$ cat src/rtl/usbPktPkg.sv
package usbPktPkg;
  localparam int BUF_BYTES = 64;
  localparam int PTR_W = $clog2(BUF_BYTES);
  localparam int LEN_W = PTR_W + 1;

  typedef struct packed {
    logic             cpuWrLo;
    logic             cpuWrHi;
    logic [PTR_W-1:0] cpuAddr;
    logic             cpuRdLoOk;
    logic             cpuRdHiOk;
    logic             sieWr;
  } bufStrobe_t;
endpackage

$ cat src/rtl/pkt_buf_data.sv
module pkt_buf_data import usbPktPkg::*; (
  input  logic             clk,
  input  bufStrobe_t       strb,
  input  logic [15:0]      cpuWrData,
  input  logic [PTR_W-1:0] sieRxAddr,
  input  logic [7:0]       sieRxData,
  input  logic [PTR_W-1:0] sieRdAddr,
  output logic [15:0]      cpuRdData,
  output logic [7:0]       sieRdData
);
  logic [7:0]       mem [BUF_BYTES];
  logic [PTR_W-1:0] laneAddr [2];
  logic [1:0]       laneOk;

  assign laneAddr[0] = strb.cpuAddr;
  assign laneAddr[1] = strb.cpuAddr + 1'b1;
  assign laneOk      = {strb.cpuRdHiOk, strb.cpuRdLoOk};

  always_ff @(posedge clk) begin
    if (strb.sieWr)   mem[sieRxAddr]   <= sieRxData;
    if (strb.cpuWrLo) mem[laneAddr[0]] <= cpuWrData[7:0];
    if (strb.cpuWrHi) mem[laneAddr[1]] <= cpuWrData[15:8];
  end

  for (genvar g = 0; g < 2; g++) begin : gLane
    assign cpuRdData[8*g +: 8] = laneOk[g] ? mem[laneAddr[g]] : 8'h00;
  end

  assign sieRdData = mem[sieRdAddr];
endmodule

$ cat src/rtl/pkt_buf_ctrl.sv
module pkt_buf_ctrl import usbPktPkg::*; #(
  parameter int TRN_W = 8
) (
  input  logic             clk,
  input  logic             rstN,
  input  logic             dirTx,
  input  logic             wide,
  input  logic             contMode,
  input  logic [LEN_W-1:0] maxPkt,
  input  logic             rxAutoRelease,
  input  logic             cpuWrEn,
  input  logic             cpuRdEn,
  input  logic             cmdCommit,
  input  logic             cmdClear,
  input  logic             cmdRewind,
  input  logic             trnEnable,
  input  logic             trnLoad,
  input  logic [TRN_W-1:0] trnLoadVal,
  input  logic             trnClear,
  input  logic             sieTxDone,
  input  logic             sieRxWrEn,
  input  logic             sieRxEnd,
  input  logic [LEN_W-1:0] sieRxLen,
  output bufStrobe_t       strb,
  output logic             cpuOwns,
  output logic [LEN_W-1:0] dataLen,
  output logic             sieTxReady,
  output logic [LEN_W-1:0] sieTxLen,
  output logic             sieRxReady,
  output logic [TRN_W-1:0] trnCount,
  output logic             trnDone
);
  localparam logic [LEN_W-1:0] FULL = LEN_W'(BUF_BYTES);

  logic             ownQ, ownD, dirQ, dirD;
  logic [LEN_W-1:0] lenQ, lenD, ptrQ, ptrD;
  logic [TRN_W-1:0] cntQ, cntD, tgtQ, tgtD;

  logic             dirMatch, cpuHeld, rxView;
  logic [LEN_W-1:0] limit, ptrPlus1, newWrPtr, newRdPtr, rxLenClamped;
  logic             spaceLo, spaceHi, availLo, availHi, wrGo, rdGo;

  assign dirMatch = (dirTx == dirQ);
  assign cpuHeld  = dirMatch && ownQ;
  assign rxView   = cpuHeld && !dirTx;

  assign limit = contMode ? FULL
               : ((maxPkt == '0 || maxPkt > FULL) ? FULL : maxPkt);
  assign ptrPlus1 = ptrQ + LEN_W'(1);
  assign spaceLo  = ptrQ < limit;
  assign spaceHi  = wide && (ptrPlus1 < limit);
  assign availLo  = ptrQ < lenQ;
  assign availHi  = wide && (ptrPlus1 < lenQ);
  assign newWrPtr = ptrQ + (spaceHi ? LEN_W'(2) : LEN_W'(1));
  assign newRdPtr = ptrQ + (availHi ? LEN_W'(2) : LEN_W'(1));
  assign rxLenClamped = (sieRxLen > FULL) ? FULL : sieRxLen;

  assign wrGo = cpuHeld && dirTx && !cmdClear && !cmdCommit && !cmdRewind
              && cpuWrEn && spaceLo;
  assign rdGo = rxView && !cmdClear && !cmdRewind && cpuRdEn && availLo;

  always_comb begin
    strb.cpuWrLo   = wrGo;
    strb.cpuWrHi   = wrGo && spaceHi;
    strb.cpuAddr   = ptrQ[PTR_W-1:0];
    strb.cpuRdLoOk = rxView && availLo;
    strb.cpuRdHiOk = rxView && availHi;
    strb.sieWr     = dirMatch && !ownQ && !dirTx && sieRxWrEn;
  end

  always_comb begin
    ownD = ownQ; lenD = lenQ; ptrD = ptrQ; dirD = dirQ;
    cntD = cntQ; tgtD = tgtQ;
    if (trnLoad)  tgtD = trnLoadVal;
    if (trnClear) cntD = '0;
    if (!dirMatch) begin
      dirD = dirTx; ownD = dirTx; lenD = '0; ptrD = '0;
    end else if (ownQ) begin
      if (cmdClear) begin
        lenD = '0; ptrD = '0;
        if (!dirTx) ownD = 1'b0;
      end else if (cmdCommit && dirTx) begin
        ownD = 1'b0; ptrD = '0;
      end else if (cmdRewind) begin
        ptrD = '0;
      end else if (wrGo) begin
        ptrD = newWrPtr;
        lenD = (newWrPtr > lenQ) ? newWrPtr : lenQ;
        if (newWrPtr >= limit) begin
          ownD = 1'b0; ptrD = '0;
        end
      end else if (rdGo) begin
        if (newRdPtr >= lenQ && rxAutoRelease) begin
          ownD = 1'b0; lenD = '0; ptrD = '0;
        end else begin
          ptrD = newRdPtr;
        end
      end
    end else begin
      if (dirTx && sieTxDone) begin
        ownD = 1'b1; lenD = '0; ptrD = '0;
      end
      if (!dirTx && sieRxEnd) begin
        ownD = 1'b1; lenD = rxLenClamped; ptrD = '0;
        if (trnEnable && !trnClear) cntD = cntQ + 1'b1;
      end
    end
  end

  always_ff @(posedge clk or negedge rstN) begin
    if (!rstN) begin
      ownQ <= 1'b1; dirQ <= 1'b1; lenQ <= '0; ptrQ <= '0;
      cntQ <= '0;   tgtQ <= '0;
    end else begin
      ownQ <= ownD; dirQ <= dirD; lenQ <= lenD; ptrQ <= ptrD;
      cntQ <= cntD; tgtQ <= tgtD;
    end
  end

  assign cpuOwns    = ownQ;
  assign dataLen    = lenQ;
  assign sieTxLen   = lenQ;
  assign sieTxReady = dirMatch && !ownQ && dirQ;
  assign sieRxReady = dirMatch && !ownQ && !dirQ;
  assign trnCount   = cntQ;
  assign trnDone    = trnEnable && (tgtQ != '0) && (cntQ == tgtQ);

  AST_LEN_BOUND: assert property (@(posedge clk) disable iff (!rstN)
    dataLen <= FULL);
  AST_COMMIT_HANDOFF: assert property (@(posedge clk) disable iff (!rstN)
    (ownQ && dirQ && dirTx && cmdCommit && !cmdClear)
      |=> (!cpuOwns && sieTxReady));
  AST_TXDONE_RETURN: assert property (@(posedge clk) disable iff (!rstN)
    (!ownQ && dirQ && dirTx && sieTxDone)
      |=> (cpuOwns && dataLen == '0));
  AST_ZLP_HELD: assert property (@(posedge clk) disable iff (!rstN)
    (ownQ && !dirQ && !dirTx && lenQ == '0 && !cmdClear) |=> cpuOwns);
  AST_TRN_CLEARED: assert property (@(posedge clk) disable iff (!rstN)
    trnClear |=> (trnCount == '0));
endmodule

$ cat src/rtl/pkt_buf_port.sv
module pkt_buf_port import usbPktPkg::*; #(
  parameter int TRN_W = 8
) (
  input  logic             clk,
  input  logic             rstN,
  input  logic             dirTx,
  input  logic             wide,
  input  logic             contMode,
  input  logic [LEN_W-1:0] maxPkt,
  input  logic             rxAutoRelease,
  input  logic             cpuWrEn,
  input  logic [15:0]      cpuWrData,
  input  logic             cpuRdEn,
  output logic [15:0]      cpuRdData,
  input  logic             cmdCommit,
  input  logic             cmdClear,
  input  logic             cmdRewind,
  output logic             cpuOwns,
  output logic [LEN_W-1:0] dataLen,
  input  logic             trnEnable,
  input  logic             trnLoad,
  input  logic [TRN_W-1:0] trnLoadVal,
  input  logic             trnClear,
  output logic [TRN_W-1:0] trnCount,
  output logic             trnDone,
  output logic             sieTxReady,
  output logic [LEN_W-1:0] sieTxLen,
  input  logic             sieTxDone,
  input  logic [PTR_W-1:0] sieRdAddr,
  output logic [7:0]       sieRdData,
  output logic             sieRxReady,
  input  logic             sieRxWrEn,
  input  logic [PTR_W-1:0] sieRxAddr,
  input  logic [7:0]       sieRxData,
  input  logic             sieRxEnd,
  input  logic [LEN_W-1:0] sieRxLen
);
  bufStrobe_t strb;

  pkt_buf_ctrl #(.TRN_W(TRN_W)) uCtrl (
    .clk(clk), .rstN(rstN), .dirTx(dirTx), .wide(wide), .contMode(contMode),
    .maxPkt(maxPkt), .rxAutoRelease(rxAutoRelease), .cpuWrEn(cpuWrEn),
    .cpuRdEn(cpuRdEn), .cmdCommit(cmdCommit), .cmdClear(cmdClear),
    .cmdRewind(cmdRewind), .trnEnable(trnEnable), .trnLoad(trnLoad),
    .trnLoadVal(trnLoadVal), .trnClear(trnClear), .sieTxDone(sieTxDone),
    .sieRxWrEn(sieRxWrEn), .sieRxEnd(sieRxEnd), .sieRxLen(sieRxLen),
    .strb(strb), .cpuOwns(cpuOwns), .dataLen(dataLen),
    .sieTxReady(sieTxReady), .sieTxLen(sieTxLen), .sieRxReady(sieRxReady),
    .trnCount(trnCount), .trnDone(trnDone)
  );

  pkt_buf_data uData (
    .clk(clk), .strb(strb), .cpuWrData(cpuWrData), .sieRxAddr(sieRxAddr),
    .sieRxData(sieRxData), .sieRdAddr(sieRdAddr), .cpuRdData(cpuRdData),
    .sieRdData(sieRdData)
  );
endmodule

$ cat config.mk
export PLATFORM = sky130hd
export DESIGN_NAME = pkt_buf_port
export DESIGN_NICKNAME = d
export VERILOG_FILES = /design/src/rtl/usbPktPkg.sv /design/src/rtl/pkt_buf_data.sv /design/src/rtl/pkt_buf_ctrl.sv /design/src/rtl/pkt_buf_port.sv
export SDC_FILE = /design/constraint.sdc
export NUM_CORES = 2
export LEC_CHECK = 0
export BUFFER_PORTS_ARGS = -buffer_cell sky130_fd_sc_hd__buf_2
export CAP_MARGIN = 30
export CORE_MARGIN = 2
export CORE_UTILIZATION = 37
export DETAILED_ROUTE_END_ITERATION = 8
export GPL_TIMING_DRIVEN = 0
export SKIP_LAST_GASP = 1
export SLEW_MARGIN = 20
export SYNTH_ARGS = -nofsm -noshare
export SYNTH_HDL_FRONTEND = slang
export SYNTH_SLANG_ARGS = --single-unit
export TNS_END_PERCENT = 10
$ cat constraint.sdc
create_clock -name clk -period 8.2 [get_ports clk]
set_input_delay 0.82 -clock clk [delete_from_list [all_inputs] [get_ports clk]]
set_output_delay 0.82 -clock clk [all_outputs]
set_load 0.01 [all_outputs]
Yosys cells after proc, flatten, opt, wreduce, memory -nomap -nowiden
Memory sizes are Yosys's and may differ from the RTL's.
Cells that the tools add are included.
{"block": "classes", "add_sub_neg": 5, "order_cmp": 9, "eq_ne": 9, "mux": 54, "n_reduce_logical": 42}
{"op": "$mux W7", "n": 24}
{"op": "$mux W8", "n": 8}
{"op": "$logic_and A1 B1 Y1", "n": 29}
{"op": "$lt A7 B7 Y1", "n": 4}
{"op": "$mux W1", "n": 19}
{"op": "$ne A5 B5 Y1 const B", "n": 3}
{"op": "$add A7 B7 Y7", "n": 2}
{"op": "$ge A7 B7 Y1", "n": 2}
{"op": "$gt A7 B7 Y1 const B", "n": 2}
{"op": "$add A8 B1 Y8 const B", "n": 1}
{"op": "$eq A8 B8 Y1", "n": 1}
{"op": "$ne A4 B4 Y1 const B", "n": 2}
{"op": "$reduce_bool A8 Y1", "n": 1}
{"op": "$reduce_or A8 Y1", "n": 1}
{"op": "$add A7 B1 Y7 const B", "n": 1}
{"op": "$gt A7 B7 Y1", "n": 1}
{"op": "$logic_not A1 Y1", "n": 7}
{"op": "$logic_not A7 Y1", "n": 1}
{"op": "$ne A7 B7 Y1 const B", "n": 1}
{"op": "$add A6 B1 Y6 const B", "n": 1}
{"op": "$mux W6", "n": 1}
{"op": "$reduce_and A6 Y1", "n": 1}
{"op": "$mux W2", "n": 2}
{"op": "$ne A4 B3 Y1 const B", "n": 1}
{"op": "other kinds (3)", "n": 3}
{"block": "totals", "ff_bits": 32, "ram_bits": 512, "in_bits": 75, "out_inout_bits": 50, "word_cells": 126, "mem_count": 1}
{"memory": "uData.mem", "words": 64, "word_bits": 8, "read_ports": 3, "rd_clocked_by_memory_dff": 0, "wr": 2, "line_no": "pkt_buf_data.sv:11", "rtl": "logic [7:0] mem [BUF_BYTES];"}

Longest topological paths before layout
{"block": "depth", "word_depth": 16, "depth_mapped": 25, "ltp_nobuf": 21}

Hierarchy
From an unflattened synthesis, not the netlist that was laid out.
{"block": "unflattened", "hier_cells": 4244, "area_unflattened_um2": 44231.2}
{"module": "pkt_buf_data", "instances": 1, "cells_each": 3868, "area_per_inst_um2": 40906.7, "seq_area_each_um2": 15374.7}
{"module": "pkt_buf_ctrl", "instances": 1, "cells_each": 376, "area_per_inst_um2": 3324.4, "seq_area_each_um2": 803.3}

Least setup slack after synthesis
Ideal clock, no wire load.
{"block": "synth_timing", "path_type": "register to register", "from": "reg uCtrl.ptrQ[0]", "to": "reg uCtrl.lenQ[0] (netlist: uCtrl.dataLen[0])", "setup_time_ns": 0.125, "arrival_ns": 5.685, "required_ns": 8.075, "setup_slack_ns": 2.390, "stages_incl_launch_ff": 24, "path_buffers": 4, "period_less_slack_ns": 5.810, "cell_sequence": "dfrtp_1 -> ha_1 -> xnor2_1 -> inv_1 -> clkbuf_1 -> clkbuf_1 -> clkbuf_1 -> ha_1 -> a21o_1 -> a221oi_1 -> o31ai_1 -> a311o_1 -> ha_1 -> inv_1 -> fa_1 -> inv_1 -> ha_1 -> nor2b_1 -> o21a_1 -> o211ai_1 -> a311oi_1 -> or3_1 -> buf_4 -> mux2_2"}
{"block": "synth_via", "elab_chain_cells": 12, "word_cells_on_any_way": 27, "cone_classes": "add/sub (3); order compare (6); eq/ne (3); mux (9); reduce/logical (6)"}
{"item": "from (decl)", "line_no": "pkt_buf_ctrl.sv:36", "rtl": "logic [LEN_W-1:0] lenQ, lenD, ptrQ, ptrD;"}
{"item": "from (signal assigned)", "line_no": "pkt_buf_ctrl.sv:115", "rtl": "ownQ <= ownD; dirQ <= dirD; lenQ <= lenD; ptrQ <= ptrD;"}
{"item": "parallel branches: the longest is 12 deep, another holds $add A7 B1 Y7"}
{"item": "to (signal assigned)", "line_no": "pkt_buf_ctrl.sv:115"}
{"item": "to (decl)", "line_no": "pkt_buf_ctrl.sv:36"}
Several ways; the timed one is not identified. The select of a mux whose other input is x is not followed.
A chain may end at the register's enable or synchronous reset.

Worst setup path after layout
{"block": "layout_timing", "from": "reg uCtrl.ptrQ[0]", "to": "reg uCtrl.ptrQ[0]"}
{"block": "layout_via", "elab_chain_cells": 15, "word_cells_on_any_way": 27, "cone_classes": "add/sub (3); order compare (6); eq/ne (1); mux (11); reduce/logical (6)"}
{"item": "$add A7 B1 Y7", "line_no": "pkt_buf_ctrl.sv:49", "rtl": "assign ptrPlus1 = ptrQ + LEN_W'(1);"}
{"item": "$lt A7 B7 Y1", "line_no": "pkt_buf_ctrl.sv:53", "rtl": "assign availHi = wide && (ptrPlus1 < lenQ);"}
{"item": "$logic_and A1 B1 Y1", "line_no": "pkt_buf_ctrl.sv:53"}
{"item": "$mux W2", "line_no": "pkt_buf_ctrl.sv:55", "rtl": "assign newRdPtr = ptrQ + (availHi ? LEN_W'(2) : LEN_W'(1));"}
{"item": "$add A7 B7 Y7", "line_no": "pkt_buf_ctrl.sv:55"}
{"item": "$ge A7 B7 Y1", "line_no": "pkt_buf_ctrl.sv:93", "rtl": "if (newRdPtr >= lenQ && rxAutoRelease) begin"}
{"item": "$logic_and A1 B1 Y1", "line_no": "pkt_buf_ctrl.sv:93"}
{"item": "$mux W7", "line_no": "pkt_buf_ctrl.sv:93"}
{"item": "$mux W7", "line_no": "pkt_buf_ctrl.sv:92", "rtl": "end else if (rdGo) begin"}
{"item": "$mux W7", "line_no": "pkt_buf_ctrl.sv:86", "rtl": "end else if (wrGo) begin"}
{"item": "$mux W7", "line_no": "pkt_buf_ctrl.sv:84", "rtl": "end else if (cmdRewind) begin"}
{"item": "$mux W7", "line_no": "pkt_buf_ctrl.sv:82", "rtl": "end else if (cmdCommit && dirTx) begin"}
{"item": "$mux W7", "line_no": "pkt_buf_ctrl.sv:79", "rtl": "if (cmdClear) begin"}
{"item": "$mux W7", "line_no": "pkt_buf_ctrl.sv:78", "rtl": "end else if (ownQ) begin"}
{"item": "$mux W7", "line_no": "pkt_buf_ctrl.sv:76", "rtl": "if (!dirMatch) begin"}
Parallel ways exist; a longest one is shown, timed or not. The select of a mux whose other input is x is not followed.

==> results.yml <==
drt:
  firstDrtPassIters: 6
  post-route-drc-count: 0
  ant_nets: 0
  viasPerCell: 7.24
  avgRoutedWirePerCell_um: 48.3
  vias: 38000
  drt_iter0_markers: 7829
  finalWirelength_um: 253000
clocking:
  cts_tree: "built"
  path_clk_slew_ps: 60
  insertion_delay_ps: 670
  numCtsBuffers: 66
  ctsHoldBuffers: 0
  cts_buffer_depth: 3
  clockRootBuffer: "clkbuf_16"
  clock_sinks: 544
  h-tree-depth: 3
worst_hold_path:
  hp-class: "primary input to async pin"
worst_setup_path:
  setup.worst_path.class: "flop to flop"
  crit_top_cell: "ha_1"
  critPathLaunchType: "flop"
  cp.required_ps: 8770
  reg2regPathDepth: 24
  reg2reg_from: "uCtrl.ptrQ[0]"
  cp_top_family: "adder cells"
  cp.buffers_inverters: 6
  cpPeakStageDelay_ps: 550
  cpMaxStageDelayCell: "o31ai_4"
  worstSetupEndpointType: "flop"
  crit_chain: "ha_1 > xnor2_2 > buf_6 > inv_1 > buf_6 > clkbuf_2 > clkbuf_4 > ha_1 > and3_1 > a221oi_2 > o31ai_4 > a311o_1 > ha_1 > inv_1 > fa_1 > xnor2_1 > ha_1 > a21o_1 > a31oi_1 > o21ai_0 > maj3_1 > a21oi_1 > nand2_1 > o21ai_0"
  ff2ff_setup_slack_ps: 140
  crit_arrival_ps: 8620
  regToRegEndpoint: "uCtrl.ptrQ[0]"
  path_max_fanout: 11
power_and_ir_drop:
  p_per_area_nw_per_um2: 154
  ir_worst_vdd_v: 0.000171
  leakage_nw: 15.0
flow_run:
  max_cap_violations: 0
placed_design:
  gp_congestion: 1.08
  placed_cells: 5093
  hpwl_um: 194000
  io_buffers: 107
die:
  die_h_um: 325
  io_pins: 125
  core_um2: 102000
  start_util_pct: 37.4
  fp.dieW_um: 325
  rows: 117
  dieArea_um2: 106000
timing:
  setup_violations: 0
  tightest_slew_ps: 1210
  slew_viol_final: 0
  relSlewSlack_pct: 19.3
  rsz0062_at_grt: "no"
  finalHoldViolations: 0
  hold_slack_ps: 234
  fin_crit_ps: 8060
  max_freq_mhz: 124
  skew_ps: 26.2
  post-route-period-util_pct: 98.3
cells_and_area:
  syn_to_final_growth_pct: 15.8
  drive_gt1_share_pct: 24.2
  final_util_pct: 43.3
  fin_nets: 3922
  layout.cells.non_filler: 5240
  fill_cells: 9744
grt:
  grt_pass1_vias: 34200
  grt_pass1_wl_um: 328000
  grt_max_degree: 33
  grt_antenna_before_repair: 38
  grtUsageTotal_pct: 46.9
  grt-ovfl-total: 0
synth:
  synth_area_per_cell_um2: 10.8
  synth-edff-count: 512
  synth_nets: 3650
  synthDistinctLibCells: 84
  synthTopCellsByArea: "edfxtp_1 40%, mux4_2 21%, a21oi_1 7.2%, nor2_1 5.6%, mux2i_1 2.3%"
  async_flop_share_pct: 5.88
  synth_flop_cell: "edfxtp_1"
  seq_area_frac_synth_pct: 42.4
  yosysTopAreaCell: "edfxtp_1"
  yosys_warnings: 0
  synth_area_um2: 38100
  ys_ff_latch: 544
  synth_top_area_share_pct: 40.3
  syn_inst: 3524
status:
  outcome: "finished, final reports clean"
## worst max path at each step
stage	start	endpoint	slack [ps]	cells past startpoint
floorplan	uCtrl.ptrQ[0]	uCtrl.dataLen[0]	2390	23
finish	uCtrl.ptrQ[0]	uCtrl.ptrQ[0]	140	24
detailed placement	uCtrl.ptrQ[0]	uCtrl.ptrQ[0]	-500	24
global placement	uCtrl.ptrQ[0]	uCtrl.ptrQ[3]	-1970	23
CTS	uCtrl.ptrQ[0]	uCtrl.ptrQ[3]	210	22
global route	uCtrl.ptrQ[0]	uCtrl.ptrQ[3]	90	24
## power by group
group	switching (mW)	leakage (nW)	internal [mW]
registers	0.00897	5.02	3.05
clock network	1.31	0.989	1.63
logic	0.555	8.99	0.261
total	1.87	15.0	4.94
## synth_stat cells (34+ instances only)
| library cell | count |
|---|---|
| buf_1 | 59 |
| clkbuf_1 | 202 |
| edfxtp_1 | 512 |
| mux2i_1 | 88 |
| inv_1 | 44 |
| buf_2 | 104 |
| nor3_1 | 66 |
| a21oi_1 | 547 |
| mux4_2 | 352 |
| ha_1 | 49 |
| nand2_1 | 217 |
| o21ai_0 | 119 |
| nor2_1 | 567 |
| nand3_1 | 95 |
| a31oi_1 | 34 |
## flip-flops by register name, summed over array words and instances, names as in the netlist
signal and cells:
uCtrl.cpuOwns 1, uCtrl.dataLen 7, uCtrl.dirQ 1, uCtrl.ptrQ 7, uCtrl.tgtQ 8, uCtrl.trnCount 8
uData.mem 512
## cells by family (layout without fill, tap and decap cells)
kind of cell             Yosys count  count (layout)  synth area share (%)
AND/OR/NAND/NOR                 1094            1094                  12.7
AO/OA/AOI/OAI                    899             899                  13.5
flip-flops                       544             544                  42.4
multiplexers                     476             476                  24.2
buffers and inverters            428             749                  4.72
adder cells (fa/ha/maj)           52              52                  1.74
XOR/XNOR                          31              31                 0.712
other                              0              27                     0
## layer usage
layer	track usage [%]	wire [um]	vias to the layer above
met5	0	161	-
met4	27.1	18200	24
met3	18.4	37600	796
met2	65.4	103000	3811
met1	61.6	94600	19200
li1	-	-	14100
## cell usage in the layout, fill, tap and decap left out, types with 11 or more instances in the layout
master	Yosys	routed
a211oi_1	29	29
a21oi_1	547	546
a22oi_1	14	12
a31oi_1	34	30
a32oi_1	14	14
and3_1	25	25
buf_1	59	25
buf_16	0	21
buf_2	104	262
buf_4	13	37
buf_6	2	26
buf_8	0	11
clkbuf_1	202	174
clkbuf_16	0	69
clkbuf_2	0	33
clkinv_1	2	21
dfrtp_1	30	30
diode_2	0	27
edfxtp_1	512	512
ha_1	49	49
inv_1	44	44
mux2_2	28	28
mux2i_1	88	88
mux4_2	352	352
nand2_1	217	217
nand3_1	95	95
nand4_1	13	13
nor2_1	567	565
nor2b_1	20	20
nor3_1	66	64
o21ai_0	119	68
o21ai_1	2	53
o22ai_1	25	25
o31ai_1	13	12
or3_1	12	12
xnor2_1	19	18
xor2_1	12	11
## final cells by class
cell class              count  area (um^2)  area share (%)
multi-input cells        2552        20400            46.3
flip-flops and latches    544        16200            36.6
repair buffers            206         1840            4.16
plain buffers             378         1700            3.86
well taps                1368         1710            3.88
clock inverters            39          275           0.623
inverters                  48          180           0.408
diodes                     27         67.6           0.153
clock buffers              78         1770            4.01
## through the flow
step	instance area [um^2]	worst slack (ps)	setup TNS, ps	total power, mW
floorplan	38100	2390	0	3.49
global placement	40400	-1970	-289660	3.84
detailed placement	42000	-500	-4280	3.88
CTS	44000	208	0	6.76
global route	44100	92.2	0	6.89
finish	44200	142	0	6.82
## timing repair
| action | CTS | global route |
|---|---|---|
| endpoints found under the setup margin | 15 | 6 |
| setup buffers | 0 | 0 |
| resized for setup | 2 | 3 |
Note: power is estimated with default switching activity, not from simulation.
